File: config.mk
export PLATFORM = sky130hd
export DESIGN_NAME = mbx_regfile
export DESIGN_NICKNAME = d
export VERILOG_FILES = /design/src/rtl/mbx_pkg.sv /design/src/rtl/mbx_timer.sv /design/src/rtl/mbx_channel.sv /design/src/rtl/mbx_regfile.sv
export SDC_FILE = /design/constraint.sdc
export NUM_CORES = 1
export LEC_CHECK = 0
export ABC_AREA = 1
export BUFFER_PORTS_ARGS = -buffer_cell sky130_fd_sc_hd__buf_4
export CAP_MARGIN = 20
export CORE_ASPECT_RATIO = 1.75
export CORE_UTILIZATION = 50
export CTS_BUF_LIST = sky130_fd_sc_hd__clkbuf_4 sky130_fd_sc_hd__clkbuf_8
export DETAILED_ROUTE_END_ITERATION = 6
export PLACE_DENSITY = 0.67
export SLEW_MARGIN = 40
export SYNTH_ARGS = -nofsm -noshare
export SYNTH_HDL_FRONTEND = slang
export SYNTH_SLANG_ARGS = --single-unit
File: constraint.sdc
create_clock -name clk -period 3.77 [get_ports clk]
set_input_delay 0.5655 -clock clk [delete_from_list [all_inputs] [get_ports clk]]
set_output_delay 0.5655 -clock clk [all_outputs]
set_load 0.01 [all_outputs]
File: src/rtl/mbx_pkg.sv
package mbx_pkg;

  typedef enum logic [7:0] {
    MBX_OK         = 8'd0,
    MBX_BAD_CMD    = 8'd1,
    MBX_BAD_PARAM  = 8'd2,
    MBX_TIMEOUT    = 8'd3,
    MBX_LOCKED     = 8'd4,
    MBX_BAD_RAIL   = 8'd5,
    MBX_RAIL_FAULT = 8'd6
  } mbx_err_e;

  typedef enum logic [1:0] {
    REG_LO  = 2'd0,
    REG_IF  = 2'd1,
    REG_HI  = 2'd2,
    REG_GAP = 2'd3
  } mbx_reg_e;

  localparam int RUN_BIT  = 31;
  localparam int PEND_BIT = 30;

  // Behavioural executor verdict for a command code.
  function automatic mbx_err_e exec_status(input logic [7:0] cmd, input logic [7:0] max_cmd);
    return (cmd > max_cmd) ? MBX_BAD_CMD : MBX_OK;
  endfunction

  // Result payload: inverted on success, untouched on failure.
  function automatic logic [31:0] exec_payload(input logic [31:0] d, input logic ok);
    return ok ? ~d : d;
  endfunction

  // Stored image of a host write to the interface word.
  function automatic logic [31:0] if_store(input logic [31:0] w);
    return {w[31], 7'b0, w[23:0]};
  endfunction

  // Host view of the interface word with the pending flag merged in.
  function automatic logic [31:0] if_readback(input logic [31:0] ifr, input logic pend);
    return {ifr[31], pend, 6'b0, ifr[23:0]};
  endfunction

endpackage

File: src/rtl/mbx_timer.sv
module mbx_timer #(
  parameter int CYCLES = 4
) (
  input  logic clk,
  input  logic rst_n,
  input  logic start,
  input  logic busy,
  output logic fin
);
  localparam int CW = (CYCLES < 2) ? 1 : $clog2(CYCLES + 1);

  logic [CW-1:0] cnt;

  always_ff @(posedge clk) begin
    if (!rst_n)                   cnt <= '0;
    else if (start)               cnt <= CW'(CYCLES - 1);
    else if (busy && cnt != '0)   cnt <= cnt - 1'b1;
  end

  assign fin = busy && (cnt == '0);
endmodule

File: src/rtl/mbx_channel.sv
module mbx_channel
  import mbx_pkg::*;
#(
  parameter bit         WIDE        = 1'b1,
  parameter int         EXEC_CYCLES = 4,
  parameter logic [7:0] MAX_CMD     = 8'h1B
) (
  input  logic        clk,
  input  logic        rst_n,
  input  logic        wr_lo,
  input  logic        wr_if,
  input  logic        wr_hi,
  input  logic        rd_if,
  input  logic [31:0] wdata,
  output logic [31:0] lo_q,
  output logic [31:0] if_q,
  output logic [31:0] hi_q,
  output logic        run,
  output logic        pend,
  output logic        fin
);
  logic [31:0] lo_r, ifr;
  logic        pend_r, start, ok;
  mbx_err_e    err;

  assign run   = ifr[RUN_BIT];
  assign start = wr_if && !run && wdata[RUN_BIT];
  assign err   = exec_status(ifr[7:0], MAX_CMD);
  assign ok    = (err == MBX_OK);

  mbx_timer #(.CYCLES(EXEC_CYCLES)) u_timer (
    .clk(clk), .rst_n(rst_n), .start(start), .busy(run), .fin(fin)
  );

  always_ff @(posedge clk) begin
    if (!rst_n) begin
      lo_r   <= '0;
      ifr    <= '0;
      pend_r <= 1'b0;
    end else begin
      if (fin)                lo_r <= exec_payload(lo_r, ok);
      else if (wr_lo && !run) lo_r <= wdata;

      if (fin)                ifr <= {1'b0, ifr[30:8], 8'(err)};
      else if (wr_if && !run) ifr <= if_store(wdata);

      if (fin)                pend_r <= 1'b1;
      else if (rd_if)         pend_r <= 1'b0;
    end
  end

  generate
    if (WIDE) begin : g_wide
      logic [31:0] hi_r;
      always_ff @(posedge clk) begin
        if (!rst_n)             hi_r <= '0;
        else if (fin)           hi_r <= exec_payload(hi_r, ok);
        else if (wr_hi && !run) hi_r <= wdata;
      end
      assign hi_q = hi_r;
    end else begin : g_narrow
      logic unused_hi;
      assign unused_hi = wr_hi;
      assign hi_q = '0;
    end
  endgenerate

  assign lo_q = lo_r;
  assign pend = pend_r;
  assign if_q = if_readback(ifr, pend_r);
endmodule

File: src/rtl/mbx_regfile.sv
module mbx_regfile
  import mbx_pkg::*;
#(
  parameter int         ADDR_W      = 8,
  parameter int         EXEC_CYCLES = 4,
  parameter logic [7:0] MAX_CMD     = 8'h1B
) (
  input  logic              clk,
  input  logic              rst_n,
  input  logic              wr_en,
  input  logic              rd_en,
  input  logic [ADDR_W-1:0] addr,
  input  logic [31:0]       wdata,
  output logic [31:0]       rdata,
  output logic              irq
);
  localparam int NUM_CH   = 3;
  localparam int CH_IDX_W = ADDR_W - 4;

  logic [CH_IDX_W-1:0] ch_sel;
  mbx_reg_e            reg_sel;
  logic                in_map;
  logic [1:0]          unused_lsb;

  assign ch_sel     = addr[ADDR_W-1:4];
  assign reg_sel    = mbx_reg_e'(addr[3:2]);
  assign in_map     = ch_sel < CH_IDX_W'(NUM_CH);
  assign unused_lsb = addr[1:0];

  logic [31:0]       lo_v [NUM_CH];
  logic [31:0]       if_v [NUM_CH];
  logic [31:0]       hi_v [NUM_CH];
  logic [NUM_CH-1:0] fin_v, run_v, pend_v;

  generate
    for (genvar i = 0; i < NUM_CH; i++) begin : g_ch
      logic hit;
      assign hit = in_map && (ch_sel == CH_IDX_W'(i));
      mbx_channel #(
        .WIDE(i != 0), .EXEC_CYCLES(EXEC_CYCLES), .MAX_CMD(MAX_CMD)
      ) u_ch (
        .clk(clk), .rst_n(rst_n),
        .wr_lo(wr_en && hit && reg_sel == REG_LO),
        .wr_if(wr_en && hit && reg_sel == REG_IF),
        .wr_hi(wr_en && hit && reg_sel == REG_HI),
        .rd_if(rd_en && hit && reg_sel == REG_IF),
        .wdata(wdata),
        .lo_q(lo_v[i]), .if_q(if_v[i]), .hi_q(hi_v[i]),
        .run(run_v[i]), .pend(pend_v[i]), .fin(fin_v[i])
      );
    end
  endgenerate

  logic [31:0] rd_mux;
  always_comb begin
    rd_mux = '0;
    for (int i = 0; i < NUM_CH; i++) begin
      if (in_map && ch_sel == CH_IDX_W'(i)) begin
        case (reg_sel)
          REG_LO:  rd_mux = lo_v[i];
          REG_IF:  rd_mux = if_v[i];
          REG_HI:  rd_mux = hi_v[i];
          default: rd_mux = '0;
        endcase
      end
    end
  end

  always_ff @(posedge clk) begin
    if (!rst_n) begin
      rdata <= '0;
      irq   <= 1'b0;
    end else begin
      if (rd_en) rdata <= rd_mux;
      irq <= |fin_v;
    end
  end
endmodule

; Word level (Yosys, flattened, before mapping)
; Index checks and enable logic that the tools add are counted.
[word_totals]
ff_bits = 280
latch_bits = 0
mem_bits_rw = 0
romBits = 0
out_inout_bits = 33
wordCells = 170
n_memories = 0
[classes]
add_sub_neg = 3
n_mul = 0
n_div = 0
magnitude_cmp = 4
n_eq_ne = 7
n_shift = 0
n_mux = 42
n_bitwise = 9
n_reduce_logical = 80
[op_table]
columns = cell, count
row1 = 2-to-1 mux 32 bit, 18
row2 = case mux 32 bit (3 select lines), 2
row3 = inverter 32 bit, 5
row4 = case mux 32 bit (2 select lines), 1
row5 = 2-to-1 mux 8 bit, 6
row6 = logical AND 1 bit, 37
row7 = nonzero test 2 bit, 14
row8 = "> comparator 8 x 5 -> 1 bit, second input constant", 3
row9 = zero test 8 bit, 3
row10 = AND reduction 2 bit, 8
row11 = 2-to-1 mux 2 bit, 6
row12 = OR reduction 2 bit, 6
row13 = zero test 3 bit, 3
row14 = 2-to-1 mux 1 bit, 9
row15 = nonzero test 3 bit, 3
row16 = "subtractor 3 x 1 -> 3 bit, second input constant", 3
row17 = "!= test 2 bit, second input constant", 3
row18 = "equality test 4 x 1 -> 1 bit, second input constant", 1
row19 = "equality test 4 x 2 -> 1 bit, second input constant", 1
row20 = zero test 4 bit, 1
row21 = "< comparator 4 x 2 -> 1 bit, second input constant", 1
row22 = inverter 1 bit, 4
row23 = zero test 1 bit, 3
row24 = OR reduction 3 bit, 1
row25 = 3 further kinds, 3

; Longest topological paths before layout
; Gate-level depths: netlist of the first run.
[logic_depth]
depth_word = 7
mapped_depth = 13
ltp_nobuf = 11

; Hierarchy
; From an unflattened synthesis of the first run, not the netlist that was laid out.
[unflattened]
hier_cells = 2631
area_unflattened_um2 = 16472.0
[modules_own_cells]
columns = mod, instances, cells_each, area_per_inst_um2, seq_area_each_um2
row1 = mbx_channel at g_ch[1].u_ch ..., 2, 659, 4304.1, 1801.7
row2 = mbx_regfile, 1, 784, 4090.2, 660.6
row3 = mbx_channel at g_ch[0].u_ch, 1, 445, 3173.0, 1161.1
row4 = mbx_timer, 3, 28, 200.2, 60.1

; Worst setup path before layout of the first run
; No wires, ideal clock.
[synth_path]
path_kind = input -> register
from = input port addr[7]
to = register g_ch[0].u_ch.lo_r[0]
arrival_time_ns = 1.654
t_required_ns = 3.654
setup_slack_ns = 2.000
stages = 9
n_path_buf = 1
cell_sequence = nor2_2 nand2_2 nor2_4 nand2_2 nand2_2 inv_2 buf_2 nor2_1 nor2_1
[synth_via]
elab_chain_cells = 7
word_cells_on_any_way = 8
classes_between = order compare: 1 / reduce/logical: 7
[synth_lines]
columns = element, line
row1 = "start, declared", mbx_regfile.sv:12  ; input logic [ADDR_W-1:0] addr,
row2 = < comparator 4 x 2 -> 1 bit / zero test 4 bit (equally long branches), "mbx_regfile.sv:27, mbx_regfile.sv:38"
row3 = logical AND 1 bit (*), mbx_regfile.sv:38  ; assign hit = in_map && (ch_sel == CH_IDX_W'(i));
row4 = logical AND 1 bit (*), -
row5 = logical AND 1 bit (*), mbx_regfile.sv:43  ; .wr_lo(wr_en && hit && reg_sel == REG_LO),
row6 = logical AND 1 bit (*), mbx_channel.sv:42  ; else if (wr_lo && !run) lo_r <= wdata;
row7 = nonzero test 2 bit (no line) (*), -
row8 = AND reduction 2 bit (no line) (*), -
row9 = "end signal, assigned", mbx_channel.sv:41  ; if (fin) lo_r <= exec_payload(lo_r, ok);
row10 = "end signal, assigned", mbx_channel.sv:42
row11 = "end, declared", mbx_channel.sv:22  ; logic [31:0] lo_r, ifr;
; Mark *: on every way between the ends. The rest lies on a longest branch, timed or not.
; A chain may end at the register's enable or synchronous reset.

; Final worst setup path of the first run
[layout_path]
from = register g_ch[2].u_ch.u_timer.cnt[0]
to = register g_ch[2].u_ch.g_wide.hi_r[16]
[layout_via]
elab_chain_cells = 4
word_cells_on_any_way = 6
classes_between = eq/ne: 1 / mux: 1 / reduce/logical: 4
[layout_lines]
columns = element, line
row1 = "start, declared", mbx_timer.sv:12  ; logic [CW-1:0] cnt;
row2 = "start signal, assigned", mbx_timer.sv:16  ; else if (start) cnt <= CW'(CYCLES - 1);
row3 = "start signal, assigned", mbx_timer.sv:17  ; else if (busy && cnt != '0) cnt <= cnt - 1'b1;
row4 = zero test 3 bit (*), mbx_timer.sv:20  ; assign fin = busy && (cnt == '0);
row5 = logical AND 1 bit (*), mbx_timer.sv:20
row6 = != test 2 bit (no line) / nonzero test 2 bit (equally long branches), -
row7 = AND reduction 2 bit (no line), -
row8 = "end signal, assigned", mbx_channel.sv:57  ; else if (fin) hi_r <= exec_payload(hi_r, ok);
row9 = "end signal, assigned", mbx_channel.sv:58  ; else if (wr_hi && !run) hi_r <= wdata;
row10 = "end, declared", mbx_channel.sv:54  ; logic [31:0] hi_r;
; Marked as above.

==> results of run 1 <==
[logic make-up after synthesis]
group | synth area share
compound gates | 0.1602
xor+xnor | 0.002980
fa+ha+maj | 0.005108
buf+inv | 0.09928
flops | 0.3814
simple gates | 0.3510
[worst max path at each step]
stage                                                        start                            endpoint  slack [ns]  depth (start not counted)
after global routing      g_ch[2].u_ch.u_timer.cnt[0]$_SDFFE_PN0P_  g_ch[2].u_ch.lo_q[17]$_SDFFE_PN0P_        1.35                         10
after detailed placement                                   addr[5]   g_ch[0].u_ch.ifr[20]$_SDFFE_PN0P_        1.07                          8
final                     g_ch[2].u_ch.u_timer.cnt[0]$_SDFFE_PN0P_  g_ch[2].u_ch.hi_q[16]$_SDFFE_PN0P_        1.61                         10
after floorplan                                            addr[7]   g_ch[0].u_ch.lo_q[0]$_SDFFE_PN0P_        2.00                          9
after global placement                                     addr[5]   g_ch[0].u_ch.ifr[20]$_SDFFE_PN0P_        1.09                          8
after CTS                 g_ch[2].u_ch.u_timer.cnt[0]$_SDFFE_PN0P_  g_ch[2].u_ch.lo_q[16]$_SDFFE_PN0P_        1.61                         10
[final cells by class]
type,instances,share of cell area
flip-flops and latches,280,0.3452
well taps,378,0.02913
inverters,188,0.04346
clock buffers,66,0.05132
multi-input cells,1742,0.4737
clock inverters,6,0.002158
repair buffers,107,0.05502
[power groups by stage]
stage / Sequential, mW / Clock [mW] / Combinational [mW]
6_report: 3.02 / 2.63 / 0.519
5_1_grt: 3.03 / 2.79 / 0.577
4_1_cts: 3.02 / 2.67 / 0.516
3_5_place_dp: 3.09 / 0 / 0.512
3_3_place_gp: 3.09 / 0 / 0.505
2_1_floorplan: 3.09 / 0 / 0.310
[layout by cell type (no fill, tap or decap)]
master / instances
buf_4: 98
nor2_2: 4
a21oi_1: 189
xor2_1: 5
clkinv_2: 4
or2_2: 1
nor2_1: 321
nor3b_1: 1
o21ai_0: 273
clkinv_1: 1
inv_1: 183
clkbuf_8: 54
clkbuf_4: 12
buf_6: 2
nand3_2: 2
buf_8: 1
buf_12: 6
o31ai_1: 2
nand3_1: 249
inv_2: 4
nand4_1: 13
nor2_4: 4
nand2_1: 656
nand3_4: 2
ha_1: 6
nand2_2: 9
nor3_1: 1
o21bai_4: 2
dfxtp_1: 280
clkinvlp_4: 2
a31oi_1: 2
[registers in the layout (all words and copies together), names as in the netlist]
name	count
g_ch.u_ch.lo_q	96
irq	1
g_ch.u_ch.hi_q	64
rdata	32
g_ch.u_ch.pend	3
g_ch.u_ch.ifr	75
g_ch.u_ch.u_timer.cnt	9
[worst max-delay path: stages, from the launching register on]
cell     delay [ns]
dfxtp_1        0.32
inv_1          0.08
ha_1           0.22
nand3_4        0.52
buf_12         0.42
nand2_1        0.11
o21ai_0        0.09
inv_1          0.06
nand3_1        0.07
nand2_1        0.09
nor2_1         0.05
[layer usage]
layer | up-vias | GRT usage | routed length, um
met2 | 463 | 0.5337 | 22470
met3 | 144 | 0.03992 | 2408
met4 | 0 | 0.1781 | 2536
met5 | - | 0 | 0
met1 | 7008 | 0.3385 | 18150
li1 | 7576 | - | -
[stage by stage]
step	hold slack, ns	worst slack, ns	instances
6_report	0.2818	1.614	2767
5_1_grt	0.2722	1.353	2767
4_1_cts	0.2558	1.606	2767
3_5_place_dp	0.4428	1.074	2695
3_3_place_gp	0.4342	1.090	2694
2_1_floorplan	0.4245	2.000	2383
==> results.txt, run 1 <==
core area = 28730 um2
Via Count = 15190
TritonCTS clock tree = done
power density cells = 380.0 nW/um2
Max VDD drop = 0.2715 mV
leading area contributor after synthesis = dfxtp_1
die height = 228.8 um
#FFs+latches synth = 280
Clk Latency, worst-skew pair = 0.59 ns
reg-to-reg startpoint = g_ch[2].u_ch.u_timer.cnt[0]$_SDFFE_PN0P_
syn avg cell area = 6.167 um2
# port buffers = 74
final instance area = 16240 um2
fill count = 2909
register area = 5605 um2
top_reg_cell synth = dfxtp_1
hold endpoint = g_ch[2].u_ch.ifr[23]$_SDFFE_PN0P_
drt wl/cell = 16.47 um
share of cells above drive strength 1 = 0.08665
global route overflow = 0
CP Capture Type = flip-flop
count leader, synth = nand2_1
CTS resizes = 0
reg2reg end = g_ch[2].u_ch.hi_q[16]$_SDFFE_PN0P_
crit-path max FO = 63
Worst Path Arrival = 2.64 ns
drt total wl = 45560 um
async set-reset flop share out of synthesis = 0
Longest Clk Path Bufs = 3
hold_buf cts = 0
top cells by count, synth = 659 x nand2_1, 321 x nor2_1, 280 x dfxtp_1
initial antenna violation count = 0
Comb power frac = 0.084
Reg power frac = 0.490
largest net degree at the start of global routing = 128
IO Count = 77
max-capacitance violation count = 0
status = finished clean
Slew Limit Fails = 0
setup bufs post-CTS = 0
RePlAce Congestion = 0.8457
Power, Total = 6.170 mW
width of the die = 131.6 um
Clock Skews = 0.02390 ns
switching share of power = 0.2601
LEAKAGE = 7.381 nW
setup tns final = 0 ns
top cell type's share of synthesized area = 0.3814
DP Area = 15360 um2
Slew HR = 0.4679
Area contributors post-synth = dfxtp_1 38%, nand2_1 17%, o21ai_0 9.3%, nand3_1 8.5%, nor2_1 8.2%
Worst EP required = 4.25 ns
endpoints failing hold = 0
Hold Path Cell Cnt = 3
Post-synth EDFFs = 0
nature of the critical path startpoint = flip-flop
Nets = 2413
critical path class = flip-flop to flip-flop
Starting Density = 0.5115
vias in the first global route = 14130
maximum clock rate = 463.9 MHz
H-tree depth = 2
Root Driver = clkbuf_8
DRC = 0
first-pass GRT wire length = 72510 um
switching pwr = 1.605 mW
cell internal pwr = 4.565 mW
Worst Tran Pin Value = 0.7981 ns
Vias/cell = 5.490
CTS sink cnt = 280
synthesized net count = 2433
die footprint = 30110 um2
Syn. warnings = 0
post-route minimum period = 2.156 ns
Num CTS Buffers = 44
Mapped Area = 14700 um2
Clock Pin Slew Worst Setup and Hold Paths = 0.06 ns
antenna fix cells = 0
DRT Pass-1 Iters = 6
RSZ-0062 raised after global routing = false
count of different cell masters after synthesis = 26
Std-Cell Rows = 82
Mapped Cells = 2383
R2R setup slack = 1.61 ns
Total Routing Usage GR = 0.2999
sequential area share after synthesis = 0.3814
multi-input logic area = 7691 um2
Finish-stage setup viols = 0
Min-Delay Path Class = input pin to flip-flop
synth-to-layout area growth = 10.49%
Iteration-0 DRC Markers = 931
Clock power frac = 0.426
detailed placement HPWL = 28090 um
period utilization = 0.5718
hold path start = wdata[23]
path depth of the worst reg2reg path = 10
post-route ant nets = 0
utilization after layout = 0.5652
No activity file was read; power rests on OpenSTA's default activity.
==> inputs of run 2 (changes only) <==
--- a/config.mk
+++ b/config.mk
@@ -12,7 +12,7 @@
 export CORE_UTILIZATION = 50
 export CTS_BUF_LIST = sky130_fd_sc_hd__clkbuf_4 sky130_fd_sc_hd__clkbuf_8
 export DETAILED_ROUTE_END_ITERATION = 6
-export PLACE_DENSITY = 0.67
+export PLACE_DENSITY = 0.7
 export SLEW_MARGIN = 40
 export SYNTH_ARGS = -nofsm -noshare
 export SYNTH_HDL_FRONTEND = slang
==> constraint.sdc (replaced) <==
create_clock -name clk -period 1.75 [get_ports clk]
set_input_delay 0.2625 -clock clk [delete_from_list [all_inputs] [get_ports clk]]
set_output_delay 0.2625 -clock clk [all_outputs]
set_load 0.01 [all_outputs]
==> results.txt, run 2 (synthesized netlist as in run 1, its figures left out) <==
RePlAce Congestion = 0.8511 (+0.64%)
Std-Cell Rows = 82 (unchanged)
DP Area = 16040 um2 (+4.4%)
endpoints failing hold = 0 (unchanged)
Iteration-0 DRC Markers = 1391 (+49%)
core area = 28730 um2 (unchanged)
period utilization = 0.9445 (+0.3728)
global route overflow = 0 (unchanged)
Nets = 2495 (+3.4%)
critical path class = flip-flop to flip-flop
Finish-stage setup viols = 0 (unchanged)
detailed placement HPWL = 30240 um (+7.6%)
LEAKAGE = 7.994 nW (+8.3%)
DP Cell Count = 2741 (+1.7%)
Clock Pin Slew Worst Setup and Hold Paths = 0.06 ns (about the same)
Min-Delay Path Class = input pin to flip-flop
share of cells above drive strength 1 = 0.1122 (+0.02554)
Max VDD drop = 0.6379 mV (+130%)
Post-Layout Cell Count = 2856 (+3.2%)
Stages on worst setup path = 11 (+1)
max-capacitance violation count = 0 (unchanged)
critical path's top delay family = simple AND/OR/NAND/NOR gates
Vias/cell = 5.609 (+2.2%)
first-pass GRT wire length = 75010 um (+3.4%)
WP buf/inv = 4 (+1)
drt wl/cell = 17.46 um (+6.1%)
crit-path max FO = 7 (-89%)
Longest Clk Path Bufs = 3 (unchanged)
Hold Path Cell Cnt = 3 (unchanged)
synth-to-layout area growth = 19.40%
drt total wl = 49870 um (+9.5%)
fill count = 2780 (-4.4%)
IO Count = 77 (unchanged)
nature of the critical path startpoint = flip-flop
die footprint = 30110 um2 (unchanged)
R2R setup slack = 0.1 ns (-1.52 ns)
H-tree depth = 2 (unchanged)
Cell Chain, Critical Path = inv_1 > ha_1 > inv_1 > nor2_1 > nand2_2 > inv_2 > nand3_4 > nand2_8 > clkbuf_16 > o21ai_0 > nor2_1
status = finished clean
DRT Pass-1 Iters = 5 (-1)
initial antenna violation count = 0 (unchanged)
Slew Limit Fails = 0 (unchanged)
CTS sink cnt = 280 (unchanged)
die height = 228.8 um (unchanged)
utilization after layout = 0.6108 (+0.04556)
TritonCTS clock tree = done
Root Driver = clkbuf_8
Starting Density = 0.5115 (unchanged)
antenna fix cells = 0 (unchanged)
Clk Latency, worst-skew pair = 0.62 ns (+0.03 ns)
Via Count = 16020 (+5.4%)
post-route ant nets = 0 (unchanged)
path depth of the worst reg2reg path = 11 (+1)
width of the die = 131.6 um (unchanged)
maximum clock rate = 605.0 MHz (+30%)
Total Routing Usage GR = 0.3099 (+0.009974)
setup tns final = 0 ns (unchanged)
power density cells = 786.5 nW/um2 (+110%)
slowest CP cell = dfxtp_1
RSZ-0062 raised after global routing = true
WHS = 0.01886 ns (-0.2630 ns)
Num CTS Buffers = 43 (-2.3%)
crit-path max cell delay = 0.32 ns (-0.20 ns)
Worst Path Arrival = 2.18 ns (-0.46 ns)
Worst EP required = 2.27 ns (-1.98 ns)
Worst Tran Pin Value = 0.5239 ns (-0.2742 ns)
CP Capture Type = flip-flop
largest net degree at the start of global routing = 82 (-36%)
DRC = 0 (unchanged)
# port buffers = 74 (unchanged)
Clock Skews = 0.04685 ns (+0.02295 ns)
final instance area = 17550 um2 (+8.1%)
Slew HR = 0.6481 (+0.1801)
commonest non-fill, non-tap cells in the layout = 656 x nand2_1, 321 x nor2_1, 280 x dfxtp_1
commonest non-fill, non-tap cell in the layout = nand2_1
max FFs per register = 96 (unchanged)
vias in the first global route = 14700 (+4.1%)
post-route minimum period = 1.653 ns (-0.5026 ns)
-- run 2: cell types whose count changed in the layout (fill, tap and decap cells not counted), moves of 3 or more --
| cell | change |
|---|---|
| buf_12 | +29 |
| buf_4 | +19 |
| buf_6 | +5 |
| clkbuf_16 | +7 |
| clkbuf_4 | +5 |
| dlygate4sd3_1 | +22 |
| inv_6 | +3 |
-- run 2: report_power, final --
group          internal [mW]  switching [mW]  total (mW)
Clock                   3.27            2.75        6.02
Sequential              6.46          0.0560        6.52
Combinational          0.465           0.799        1.26
-- run 2: worst reg2reg max path: stages, from the launching register on --
cell and delay [ns]:
dfxtp_1 0.32, inv_1 0.07, ha_1 0.15, inv_1 0.05, nor2_1 0.11, nand2_2 0.11
inv_2 0.11, nand3_4 0.10, nand2_8 0.18, clkbuf_16 0.21, o21ai_0 0.08, nor2_1 0.11
-- run 2: cell type report --
class	count	area, um2	share of cell area
Sequential cell	280	5605	0.3195
Clock inverter	8	78.83	0.004493
Clock buffer	70	857.1	0.04885
Inverter	188	710.7	0.04050
Tap cell	378	473.0	0.02696
Multi-Input combinational cell	1743	7752	0.4418
Timing Repair Buffer	189	2068	0.1179
-- run 2: metal layers --
| metal | part of all wire | routed length, um | up-vias | GRT usage |
|---|---|---|---|---|
| li1 | - | - | 7747 | - |
| met1 | 0.38 | 18890 | 7398 | 0.3502 |
| met2 | 0.50 | 24750 | 718 | 0.5615 |
| met3 | 0.073 | 3627 | 155 | 0.03948 |
| met4 | 0.052 | 2609 | 0 | 0.1635 |
| met5 | 0 | 0 | - | 0 |
-- run 2: path summary, 6_finish.rpt --
kind / end / start
min: g_ch[2].u_ch.ifr[8]$_SDFFE_PN0P_ / wdata[8]
max: g_ch[0].u_ch.lo_q[24]$_SDFFE_PN0P_ / g_ch[0].u_ch.u_timer.cnt[0]$_SDFFE_PN0P_
min reg2reg: g_ch[0].u_ch.ifr[9]$_SDFFE_PN0P_ / g_ch[0].u_ch.ifr[9]$_SDFFE_PN0P_
max reg2reg: g_ch[0].u_ch.lo_q[24]$_SDFFE_PN0P_ / g_ch[0].u_ch.u_timer.cnt[0]$_SDFFE_PN0P_
-- run 2: through the flow --
step | setup slack, ns | total power [mW]
4_1_cts | 0.02905 | 13.84
3_5_place_dp | 0.008294 | 7.846
3_3_place_gp | 0.05937 | 7.816
6_report | 0.09705 | 13.80
2_1_floorplan | 0.1109 | 7.323
5_1_grt | -0.01294 | 14.27
-- run 2: timing repair --
action	CTS	global route
gates resized for setup	2	24
endpoints found under the setup margin	2	104
endpoints found under the hold margin	55	0
setup buffers	0	6
gates cloned	0	9
pin swaps	0	5
hold buffers	22	0
==> inputs of run 3 (changes only) <==
--- a/config.mk
+++ b/config.mk
@@ -12,7 +12,7 @@
 export CORE_UTILIZATION = 50
 export CTS_BUF_LIST = sky130_fd_sc_hd__clkbuf_4 sky130_fd_sc_hd__clkbuf_8
 export DETAILED_ROUTE_END_ITERATION = 6
-export PLACE_DENSITY = 0.7
+export PLACE_DENSITY_LB_ADDON = 0.12
 export SLEW_MARGIN = 40
 export SYNTH_ARGS = -nofsm -noshare
 export SYNTH_HDL_FRONTEND = slang
==> results.txt, run 3 (synthesized netlist as in run 1, its figures left out) <==
largest net degree at the start of global routing = 77 (-6.1%)
critical path's top delay family = simple AND/OR/NAND/NOR gates
crit path from = g_ch[2].u_ch.ifr[7]$_SDFFE_PN0P_
status = finished clean
DRC = 0 (unchanged)
share of cells above drive strength 1 = 0.1177 (+0.005531)
Slew HR = 0.7442 (+0.09613)
slowest CP cell = dfxtp_1
Clock Pin Slew Worst Setup and Hold Paths = 0.07 ns (about the same)
CP Capture Type = flip-flop
Slew Limit Fails = 0 (unchanged)
endpoints failing hold = 0 (unchanged)
first-pass GRT wire length = 75110 um (+0.13%)
core area = 28730 um2 (unchanged)
initial antenna violation count = 1 (+1)
Root Driver = clkbuf_8
WP buf/inv = 2 (-2)
critical path class = flip-flop to flip-flop
CTS sink cnt = 280 (unchanged)
Starting Density = 0.5115 (unchanged)
utilization after layout = 0.6133 (+0.002526)
WHS = 0.06682 ns (+0.04796 ns)
DRT Pass-1 Iters = 5 (unchanged)
Via Count = 15880 (-0.86%)
drt wl/cell = 17.35 um (-0.66%)
Power, Total = 13.42 mW (-2.7%)
Worst Path Arrival = 2.17 ns (about the same)
Finish-stage setup viols = 0 (unchanged)
crit-path max FO = 17 (+10)
Cell Chain, Critical Path = nor2_1 > nand3_1 > o21bai_4 > buf_4 > clkbuf_16 > nand3_1 > nand2_1 > nor2_1
Worst Tran Pin Value = 0.3797 ns (-0.1442 ns)
period utilization = 0.9570 (+0.01248)
Num CTS Buffers = 43 (unchanged)
RSZ-0062 raised after global routing = false
antenna fix cells = 0 (unchanged)
max-capacitance violation count = 0 (unchanged)
Std-Cell Rows = 82 (unchanged)
die height = 228.8 um (unchanged)
RePlAce Congestion = 0.8668 (+1.8%)
Nets = 2513 (+0.72%)
commonest non-fill, non-tap cells in the layout = 656 x nand2_1, 318 x nor2_1, 279 x dfxtp_1
nature of the critical path startpoint = flip-flop
TritonCTS clock tree = done
LEAKAGE = 8.049 nW (+0.69%)
post-route minimum period = 1.675 ns (+0.02183 ns)
power density cells = 761.9 nW/um2 (-3.1%)
crit-path max cell delay = 0.32 ns (about the same)
synth-to-layout area growth = 19.89%
Post-Layout Cell Count = 2867 (+0.39%)
Min-Delay Path Class = input pin to flip-flop
die footprint = 30110 um2 (unchanged)
Clk Latency, worst-skew pair = 0.60 ns (-0.02 ns)
Total Routing Usage GR = 0.3117 (+0.001847)
IO Count = 77 (unchanged)
maximum clock rate = 597.1 MHz (-1.3%)
commonest non-fill, non-tap cell in the layout = nand2_1
Clock Skews = 0.03749 ns (-0.009360 ns)
Worst EP required = 2.25 ns (-0.02 ns)
post-route ant nets = 0 (unchanged)
Vias/cell = 5.539 (-1.2%)
Longest Clk Path Bufs = 3 (unchanged)
width of the die = 131.6 um (unchanged)
H-tree depth = 2 (unchanged)
reg-to-reg startpoint = g_ch[2].u_ch.ifr[7]$_SDFFE_PN0P_
setup tns final = 0 ns (unchanged)
global route overflow = 0 (unchanged)
vias in the first global route = 14470 (-1.6%)
detailed placement HPWL = 31090 um (+2.8%)
Max VDD drop = 0.6025 mV (-5.5%)
hold path start = wdata[27]
max FFs per register = 96 (unchanged)
# port buffers = 74 (unchanged)
Iteration-0 DRC Markers = 1298 (-6.7%)
drt total wl = 49730 um (-0.28%)
DP Cell Count = 2756 (+0.55%)
==> run 3: final cells by class <==
| class | count | area (um2) |
|---|---|---|
| Clock buffer | 62 | 759.5 |
| Clock inverter | 9 | 77.57 |
| Fill cell | 2713 | 11110 |
| Inverter | 188 | 708.2 |
| Multi-Input combinational cell | 1742 | 7742 |
| Sequential cell | 280 | 5607 |
| Tap cell | 378 | 473.0 |
| Timing Repair Buffer | 208 | 2251 |
==> run 3: what timing repair did <==
item                                    in CTS  in global routing
endpoints found under the setup margin       0                115
endpoints found under the hold margin       55                  0
buffers inserted                             0                  7
resized for setup                            0                 30
hold buffers                                24                  0
==> run 3: per-layer routing <==
layer / track usage / share of wire
met5: 0 / 0.00026
met3: 0.04125 / 0.065
met2: 0.5554 / 0.50
met1: 0.3649 / 0.39
met4: 0.1497 / 0.049
==> run 3: final timing paths <==
check / to / slack [ns] / depth (start not counted)
setup / recovery: g_ch[2].u_ch.lo_q[31]$_SDFFE_PN0P_ / 0.08 / 8
hold / removal: g_ch[0].u_ch.lo_q[27]$_SDFFE_PN0P_ / 0.07 / 5
setup reg to reg: g_ch[2].u_ch.lo_q[31]$_SDFFE_PN0P_ / 0.08 / 8
hold reg to reg: g_ch[0].u_ch.ifr[9]$_SDFFE_PN0P_ / 0.45 / 2
==> run 3: metrics by stage <==
step	area [um2]	setup WS, ns
2_1_floorplan	14700	0.1109
3_3_place_gp	16200	0.09410
3_5_place_dp	16200	0.04905
4_1_cts	17270	0.03568
5_1_grt	17620	0.003759
6_report	17620	0.07522
==> run 3: power breakdown <==
group          internal, mW  switching [mW]
Sequential             6.46          0.0557
Combinational         0.502           0.811
Clock                  2.92            2.67
Total                  9.89            3.54
==> run 3: tightest hold or removal path: stages <==
cell	delay, ns
buf_4	0.10
nand2_1	0.05
o21ai_0	0.06
nor2_1	0.05
nor2_1	0.08
